===== src/rtl/fbsram_pkg.sv =====
package fbsram_pkg;

    localparam int unsigned LANE_W = 8;

    typedef enum logic {
        DIR_RD = 1'b0,
        DIR_WR = 1'b1
    } dir_e;

    typedef struct packed {
        logic       active;
        dir_e       dir;
        logic       ilv;
        logic [1:0] start;
        logic [1:0] beat;
    } burst_st_t;

    function automatic logic [1:0] burst_lo(input logic [1:0] start,
                                            input logic [1:0] beat,
                                            input logic       ilv);
        logic [1:0] r;
        if (ilv) r = start ^ beat;
        else     r = start + beat;
        return r;
    endfunction

endpackage


===== src/rtl/fbsram_seq.sv =====
module fbsram_seq
    import fbsram_pkg::*;
#(
    parameter int unsigned AW = 6
) (
    input  logic          clk,
    input  logic          rst,
    input  logic          clk_en_n,
    input  logic          sel,
    input  logic          ld_n,
    input  logic          wr_n,
    input  logic          ilv_mode,
    input  logic [AW-1:0] addr,
    output burst_st_t     st,
    output logic [AW-1:0] cur_addr
);

    localparam int unsigned HW = AW - 2;

    burst_st_t     st_q, st_d;
    logic [HW-1:0] hi_q, hi_d;

    always_comb begin
        st_d = st_q;
        hi_d = hi_q;
        if (!clk_en_n) begin
            if (!ld_n) begin
                if (sel) begin
                    st_d.active = 1'b1;
                    st_d.dir    = wr_n ? DIR_RD : DIR_WR;
                    st_d.ilv    = ilv_mode;
                    st_d.start  = addr[1:0];
                    st_d.beat   = 2'd0;
                    hi_d        = addr[AW-1:2];
                end else begin
                    st_d.active = 1'b0;
                end
            end else if (st_q.active) begin
                st_d.beat = st_q.beat + 2'd1;
            end
        end
    end

    always_ff @(posedge clk) begin
        if (rst) begin
            st_q <= '0;
            hi_q <= '0;
        end else begin
            st_q <= st_d;
            hi_q <= hi_d;
        end
    end

    assign st       = st_q;
    assign cur_addr = {hi_q, burst_lo(st_q.start, st_q.beat, st_q.ilv)};

    a_r1_freeze: assert property (@(posedge clk) disable iff (rst)
        clk_en_n |=> ($stable(st_q) && $stable(hi_q)));

    a_r2_load: assert property (@(posedge clk) disable iff (rst)
        (!clk_en_n && !ld_n && sel) |=>
            (st_q.active && st_q.beat == 2'd0 && cur_addr == $past(addr)
             && (st_q.dir == DIR_WR) == !$past(wr_n)));

    a_r6_advance: assert property (@(posedge clk) disable iff (rst)
        (!clk_en_n && ld_n && st_q.active) |=>
            (st_q.active && st_q.dir == $past(st_q.dir)
             && st_q.beat == $past(st_q.beat) + 2'd1));

    a_r9_idle_adv: assert property (@(posedge clk) disable iff (rst)
        (!clk_en_n && ld_n && !st_q.active) |=> !st_q.active);

endmodule


===== src/rtl/fbsram_array.sv =====
module fbsram_array
    import fbsram_pkg::*;
#(
    parameter int unsigned AW = 6,
    parameter int unsigned NB = 4
) (
    input  logic                 clk,
    input  logic                 rst,
    input  logic                 wr_en,
    input  logic [AW-1:0]        wr_addr,
    input  logic [NB-1:0]        wr_lanes,
    input  logic [NB*LANE_W-1:0] wr_data,
    input  logic [AW-1:0]        rd_addr,
    output logic [NB*LANE_W-1:0] rd_data
);

    localparam int unsigned DEPTH = 1 << AW;

    for (genvar g = 0; g < NB; g++) begin : g_lane
        logic [LANE_W-1:0] mem [DEPTH];

        always_ff @(posedge clk) begin
            if (rst) begin
                for (int i = 0; i < DEPTH; i++) mem[i] <= '0;
            end else if (wr_en && wr_lanes[g]) begin
                mem[wr_addr] <= wr_data[g*LANE_W +: LANE_W];
            end
        end

        assign rd_data[g*LANE_W +: LANE_W] = mem[rd_addr];
    end

endmodule


===== src/rtl/fbsram_top.sv =====
module fbsram_top
    import fbsram_pkg::*;
#(
    parameter int unsigned AW = 6,
    parameter int unsigned NB = 4
) (
    input  logic                 clk,
    input  logic                 rst,
    input  logic                 clk_en_n,
    input  logic                 cs1_n,
    input  logic                 cs2,
    input  logic                 cs3_n,
    input  logic                 ld_n,
    input  logic                 wr_n,
    input  logic [NB-1:0]        lane_n,
    input  logic                 ilv_mode,
    input  logic                 oe_n,
    input  logic [AW-1:0]        addr,
    input  logic [NB*LANE_W-1:0] din,
    output logic [NB*LANE_W-1:0] dout,
    output logic                 dout_vld
);

    localparam int unsigned DW = NB * LANE_W;

    logic          sel;
    burst_st_t     st;
    logic [AW-1:0] cur_addr;
    logic          wr_en;
    logic [DW-1:0] rd_data;

    assign sel = !cs1_n && cs2 && !cs3_n;

    fbsram_seq #(.AW(AW)) u_seq (
        .clk      (clk),
        .rst      (rst),
        .clk_en_n (clk_en_n),
        .sel      (sel),
        .ld_n     (ld_n),
        .wr_n     (wr_n),
        .ilv_mode (ilv_mode),
        .addr     (addr),
        .st       (st),
        .cur_addr (cur_addr)
    );

    // write data belongs to the beat registered at the previous enabled edge
    assign wr_en = !clk_en_n && st.active && (st.dir == DIR_WR);

    fbsram_array #(.AW(AW), .NB(NB)) u_arr (
        .clk      (clk),
        .rst      (rst),
        .wr_en    (wr_en),
        .wr_addr  (cur_addr),
        .wr_lanes (~lane_n),
        .wr_data  (din),
        .rd_addr  (cur_addr),
        .rd_data  (rd_data)
    );

    assign dout_vld = st.active && (st.dir == DIR_RD) && !oe_n;
    assign dout     = dout_vld ? rd_data : '0;

    a_r4_oe_gate: assert property (@(posedge clk) disable iff (rst)
        oe_n |-> !dout_vld);

    a_r5_deselect: assert property (@(posedge clk) disable iff (rst)
        (!clk_en_n && !ld_n && !sel) |=> !dout_vld);

    a_r11_reset: assert property (@(posedge clk)
        rst |=> !dout_vld);

endmodule


===== config.mk =====
export PLATFORM = sky130hd
export DESIGN_NAME = fbsram_top
export DESIGN_NICKNAME = d
export VERILOG_FILES = /design/src/rtl/fbsram_pkg.sv /design/src/rtl/fbsram_seq.sv /design/src/rtl/fbsram_array.sv /design/src/rtl/fbsram_top.sv
export SDC_FILE = /design/constraint.sdc
export NUM_CORES = 2
export LEC_CHECK = 0
export ABC_AREA = 1
export BUFFER_PORTS_ARGS = -buffer_cell sky130_fd_sc_hd__buf_2
export CAP_MARGIN = 20
export CORE_MARGIN = 1.5
export CORE_UTILIZATION = 23
export DETAILED_ROUTE_END_ITERATION = 10
export HOLD_SLACK_MARGIN = 0.03
export PLACE_DENSITY_LB_ADDON = 0.2
export SLEW_MARGIN = 15
export SYNTH_ARGS = -nofsm -noshare
export SYNTH_HDL_FRONTEND = slang
export SYNTH_SLANG_ARGS = --single-unit

===== constraint.sdc =====
create_clock -name clk -period 2.7 [get_ports clk]
set_input_delay 0.54 -clock clk [delete_from_list [all_inputs] [get_ports clk]]
set_output_delay 0.54 -clock clk [all_outputs]
set_load 0.01 [all_outputs]

==> metrics.md <==
| Metric | Value |
|---|---|
| Violated checks | negative setup slack |
| Asr flop ratio synth | 0% |
| Max Fclk | roughly 240 MHz |
| Root buf cell | clkbuf_16 |
| Synth area leader | edfxtp_1 |
| Sequential area share after synthesis | between 60% and 70% |
| GR Overflow Total | 0 |
| Yosys Warn Count | 0 |
| Worst-margin pin slew | between 0.9 and 1 ns |
| Global-route wire length before repair | 532400 um |
| Die Width | 651.3 um |
| Nets | 10806 |
| Number of port buffers | between 80 and 90 |
| Largest family of logic cells by synthesized area | simple AND/OR/NAND/NOR gates |
| Placed instance area | between 0.1 and 0.15 mm^2 |
| Setup repair after global routing missed its margin | true |
| Placed Cells incl. Taps | 15890 |
| Top post-synthesis cells by area | edfxtp_1 64%, nand2_1 9.5%, nor2_1 9.1% |
| Clock power frac | about two fifths |
| Rows | about 240 |
| Iteration-0 DRC count of the detailed router | approximately 6500 |
| Post-synthesis simple-gate area fraction | between 20% and 30% |
| Final setup violating endpoints | around 2800 |
| Initial antenna violation count | 24 |
| Tcrit/Tclk final | 151.3% |
| Compound-cell area share of the yosys netlist | approximately 4.5% |
| CP peak stage delay | roughly 0.44 ns |
| Critical-path cell list | ha_4 -> buf_16 -> buf_16 -> buf_16 -> buf_8 -> nor2_4 -> nor2_2 -> nor2_1 -> a21oi_2 -> nand2_1 -> nand2_2 -> nand3_2 -> nor2_4 -> buf_12 -> buf_6 |
| WS Path Type | flip-flop to output port |
| Adder-cell share of the synthesized area | 0.01294% |
| Fin Clk Skew | a little under 0.09 ns |
| Minimum clock period | just over 4 ns |
| Antenna-violating nets left | 0 |
| Non-filler cells in the finished layout | 16451 |
| Hold_ws | a little under 0.1 ns |
| DRT Wirelength | between 300000 and 400000 um |
| Crit-path leading delay family | simple AND/OR/NAND/NOR gates |
| CTS Sinks | between 2000 and 2500 |
| Average cell area after synthesis | between 9 and 10 um^2 |
| Residual DRC count | 0 |
| Relative slew margins | roughly 40% |
| Proportion of power drawn by combinational gates | 9.7% |
| Met1 wire length | around 170000 um |
| Max-slew violation count | 0 |
| Detailed Place HPWL | 252600 um |
| Most frequent cells in the layout | 2208 x nor2_1, 2187 x nand2_1, 2048 x edfxtp_1 |
| TritonRoute pass-1 iters | 6 |
| Crit end category | output port |
| Height of the chip | between 600 and 700 um |
| Mapped Area | ~0.097 mm^2 |
| Commonest non-fill, non-tap cell in the layout | nor2_1 |
| Synth top area share | 63.62% |
| Total power | 75400 uW |
| CORE AREA | 0.4175 mm^2 |
| Cell leakage power | 0.05112 uW |
| Library cells used by synthesis | 30 |
| Flops & latches, synth | 2059 |
| Top FF cell, synth | edfxtp_1 |
| Vias per cell | 4.518 |
| CTS tree | yes |
| Max rail drop VDD | ~0.56 mV |
| Routed met3 length | approximately 19000 um |
| Worst setup margin | -1.384 ns |
| Cell mode on critical path | buf_16 |
| Critical path startpoint category | flip-flop |
| Crit path arrival time | between 3 and 4 ns |
| Hold Crit Class | input pin to flip-flop |
| Finished Cell Area | 0.1283 mm^2 |
| Worst-Skew Late Latency | 0.91 ns |
| Max Root-Sink Buffers | 4 |
| Buf/Inv on CP | 6 |
| Net Switching | ~18000 uW |
| Slowest-stage cell, CP | nor2_4 |
| Worst-path clk slew | about 0.060 ns |
| Syn Nets | slightly below 10000 |
| Multiplexer area fraction after synthesis | roughly 3.7% |
| Largest net degree at the start of global routing | around 100 |
| Cell Pwr Density | between 500 and 600 mW/mm^2 |
| Max Cap Violations | 0 |
| Worst Path Required | 2.16 ns |
| Xor/xnor share of the synthesized area | 0% |
| Vias in the first global route | about 75000 |
| DIE AREA | between 0.4 and 0.5 mm^2 |
| H-tree depth | 4 |
| Drt wl/cell | ~23 um |
| Cell count after synthesis | 9839 |
| Gr usage total | between 15 and 20% |
| Via count | between 70000 and 80000 |
| Routed met2 length | between 150000 and 200000 um |
| Layout cell share with drive strength beyond 1 | 23.94% |
| Uppermost layer routed | met5 |
| Setup TNS | -646.59 ns |
| Final hold vios | 0 |
| Pint | 57140 uW |
| CTS Buf Count | roughly 240 |
| Top Ports | between 80 and 90 |
| GP Congestion | around 0.85 |
| Max FO, Critical Path | 6 |
| Area delta synth->final | 32.71% |
| Seq pwr share | roughly half |
| Sw frac | between 20% and 30% |
| Status | finished with violations |
| EDFF count, synth | between 2000 and 2500 |
| Initial core utilization | around 23% |
==> power groups by stage <==
| stage | clock, uW | combinational (uW) | sequential [uW] |
|---|---|---|---|
| floorplan | 0 | 3180 | 36900 |
| global placement | 0 | 6400 | 37000 |
| detailed placement | 0 | 6410 | 37000 |
| CTS | 32400 | 6950 | 36400 |
| global route | 33500 | 7860 | 36500 |
| finish | 31700 | 7330 | 36400 |
==> kinds of logic (layout without fill, tap and decap cells) <==
kind of cell,after synthesis,count (layout)
AO/OA/AOI/OAI,804,804
adder cells (fa/ha/maj),1,1
buffers and inverters,1017,2123
flip-flops,2059,2059
multiplexers,356,356
other,0,9
AND/OR/NAND/NOR,5602,5602
==> worst paths after layout <==
path | startpoint | end | slack (ns) | cells past startpoint
setup / recovery | u_seq.st[2] | dout[5] | -1.38 | 15
hold reg to reg | u_seq.st[2] | u_seq.st[2] | 0.54 | 2
setup reg to reg | u_seq.st[0] | u_arr.g_lane[2].mem[58][6] | -0.51 | 15
hold / removal | addr[4] | u_seq.hi_q[2] | 0.1 | 3
==> synthesized netlist by cell type, drive strengths merged (33+ instances only) <==
master     n
buf      174
nand2   2456
inv      359
o21ai    669
nor2    2383
a22oi    112
nand4     33
nand3    383
clkbuf   483
or2      336
mux2i    356
edfxtp  2048
==> flip-flops by register name, indices dropped and copies added, names as in the netlist <==
name and flops:
u_arr.g_lane.mem 2048, u_seq.hi_q 4, u_seq.st 7
==> routing by layer <==
| metal | vias to the layer above | global-route usage (%) |
|---|---|---|
| li1 | 34583 | - |
| met1 | 37406 | 23.81 |
| met2 | 1923 | 28.13 |
| met3 | 414 | 1.896 |
| met4 | 2 | 4.206 |
| met5 | - | 0 |
==> final cells by class <==
type | count | area (um^2)
clock buffer | 290 | 6161
timing repair inverter | 1 | 8.758
antenna | 9 | 22.52
sequential | 2059 | 61730
clock inverter | 140 | 1239
fill | 43016 | 289200
inverter | 360 | 1424
timing repair buffer | 1332 | 17630
tap | 5497 | 6878
multi-input combinational | 6763 | 33190
==> per-stage QoR <==
step | utilization (%) | worst slack [ns]
finish | 30.72 | -1.384
global route | 30.72 | -1.506
CTS | 30.05 | -1.561
detailed placement | 27.59 | -1.259
global placement | 27.59 | -1.588
floorplan | - | 0.1223
==> timing repair <==
item | 4_1_cts | 5_1_grt
hold buffers | 8 | 0
endpoints found under the hold margin | 7 | 0
endpoints found under the setup margin | 3788 | 3621
gates cloned | 32 | 27
pin swaps | 121 | 267
buffers inserted | 43 | 45
gates resized for setup | 504 | 669
==> worst register-to-register path: stages, from the launching register on <==
cell and delay [ns]:
dfxtp_2 0.33, ha_4 0.16, inv_2 0.06, nor2_4 0.04
nand3_4 0.12, nand2_8 0.11, buf_12 0.17, nor2_4 0.17
buf_4 0.19, buf_4 0.23, nand2_4 0.08, nor2_1 0.51
buf_12 0.26, nand2_1 0.22, nand2_1 0.17, buf_12 0.14
Note: power is estimated with default switching activity, not from simulation.
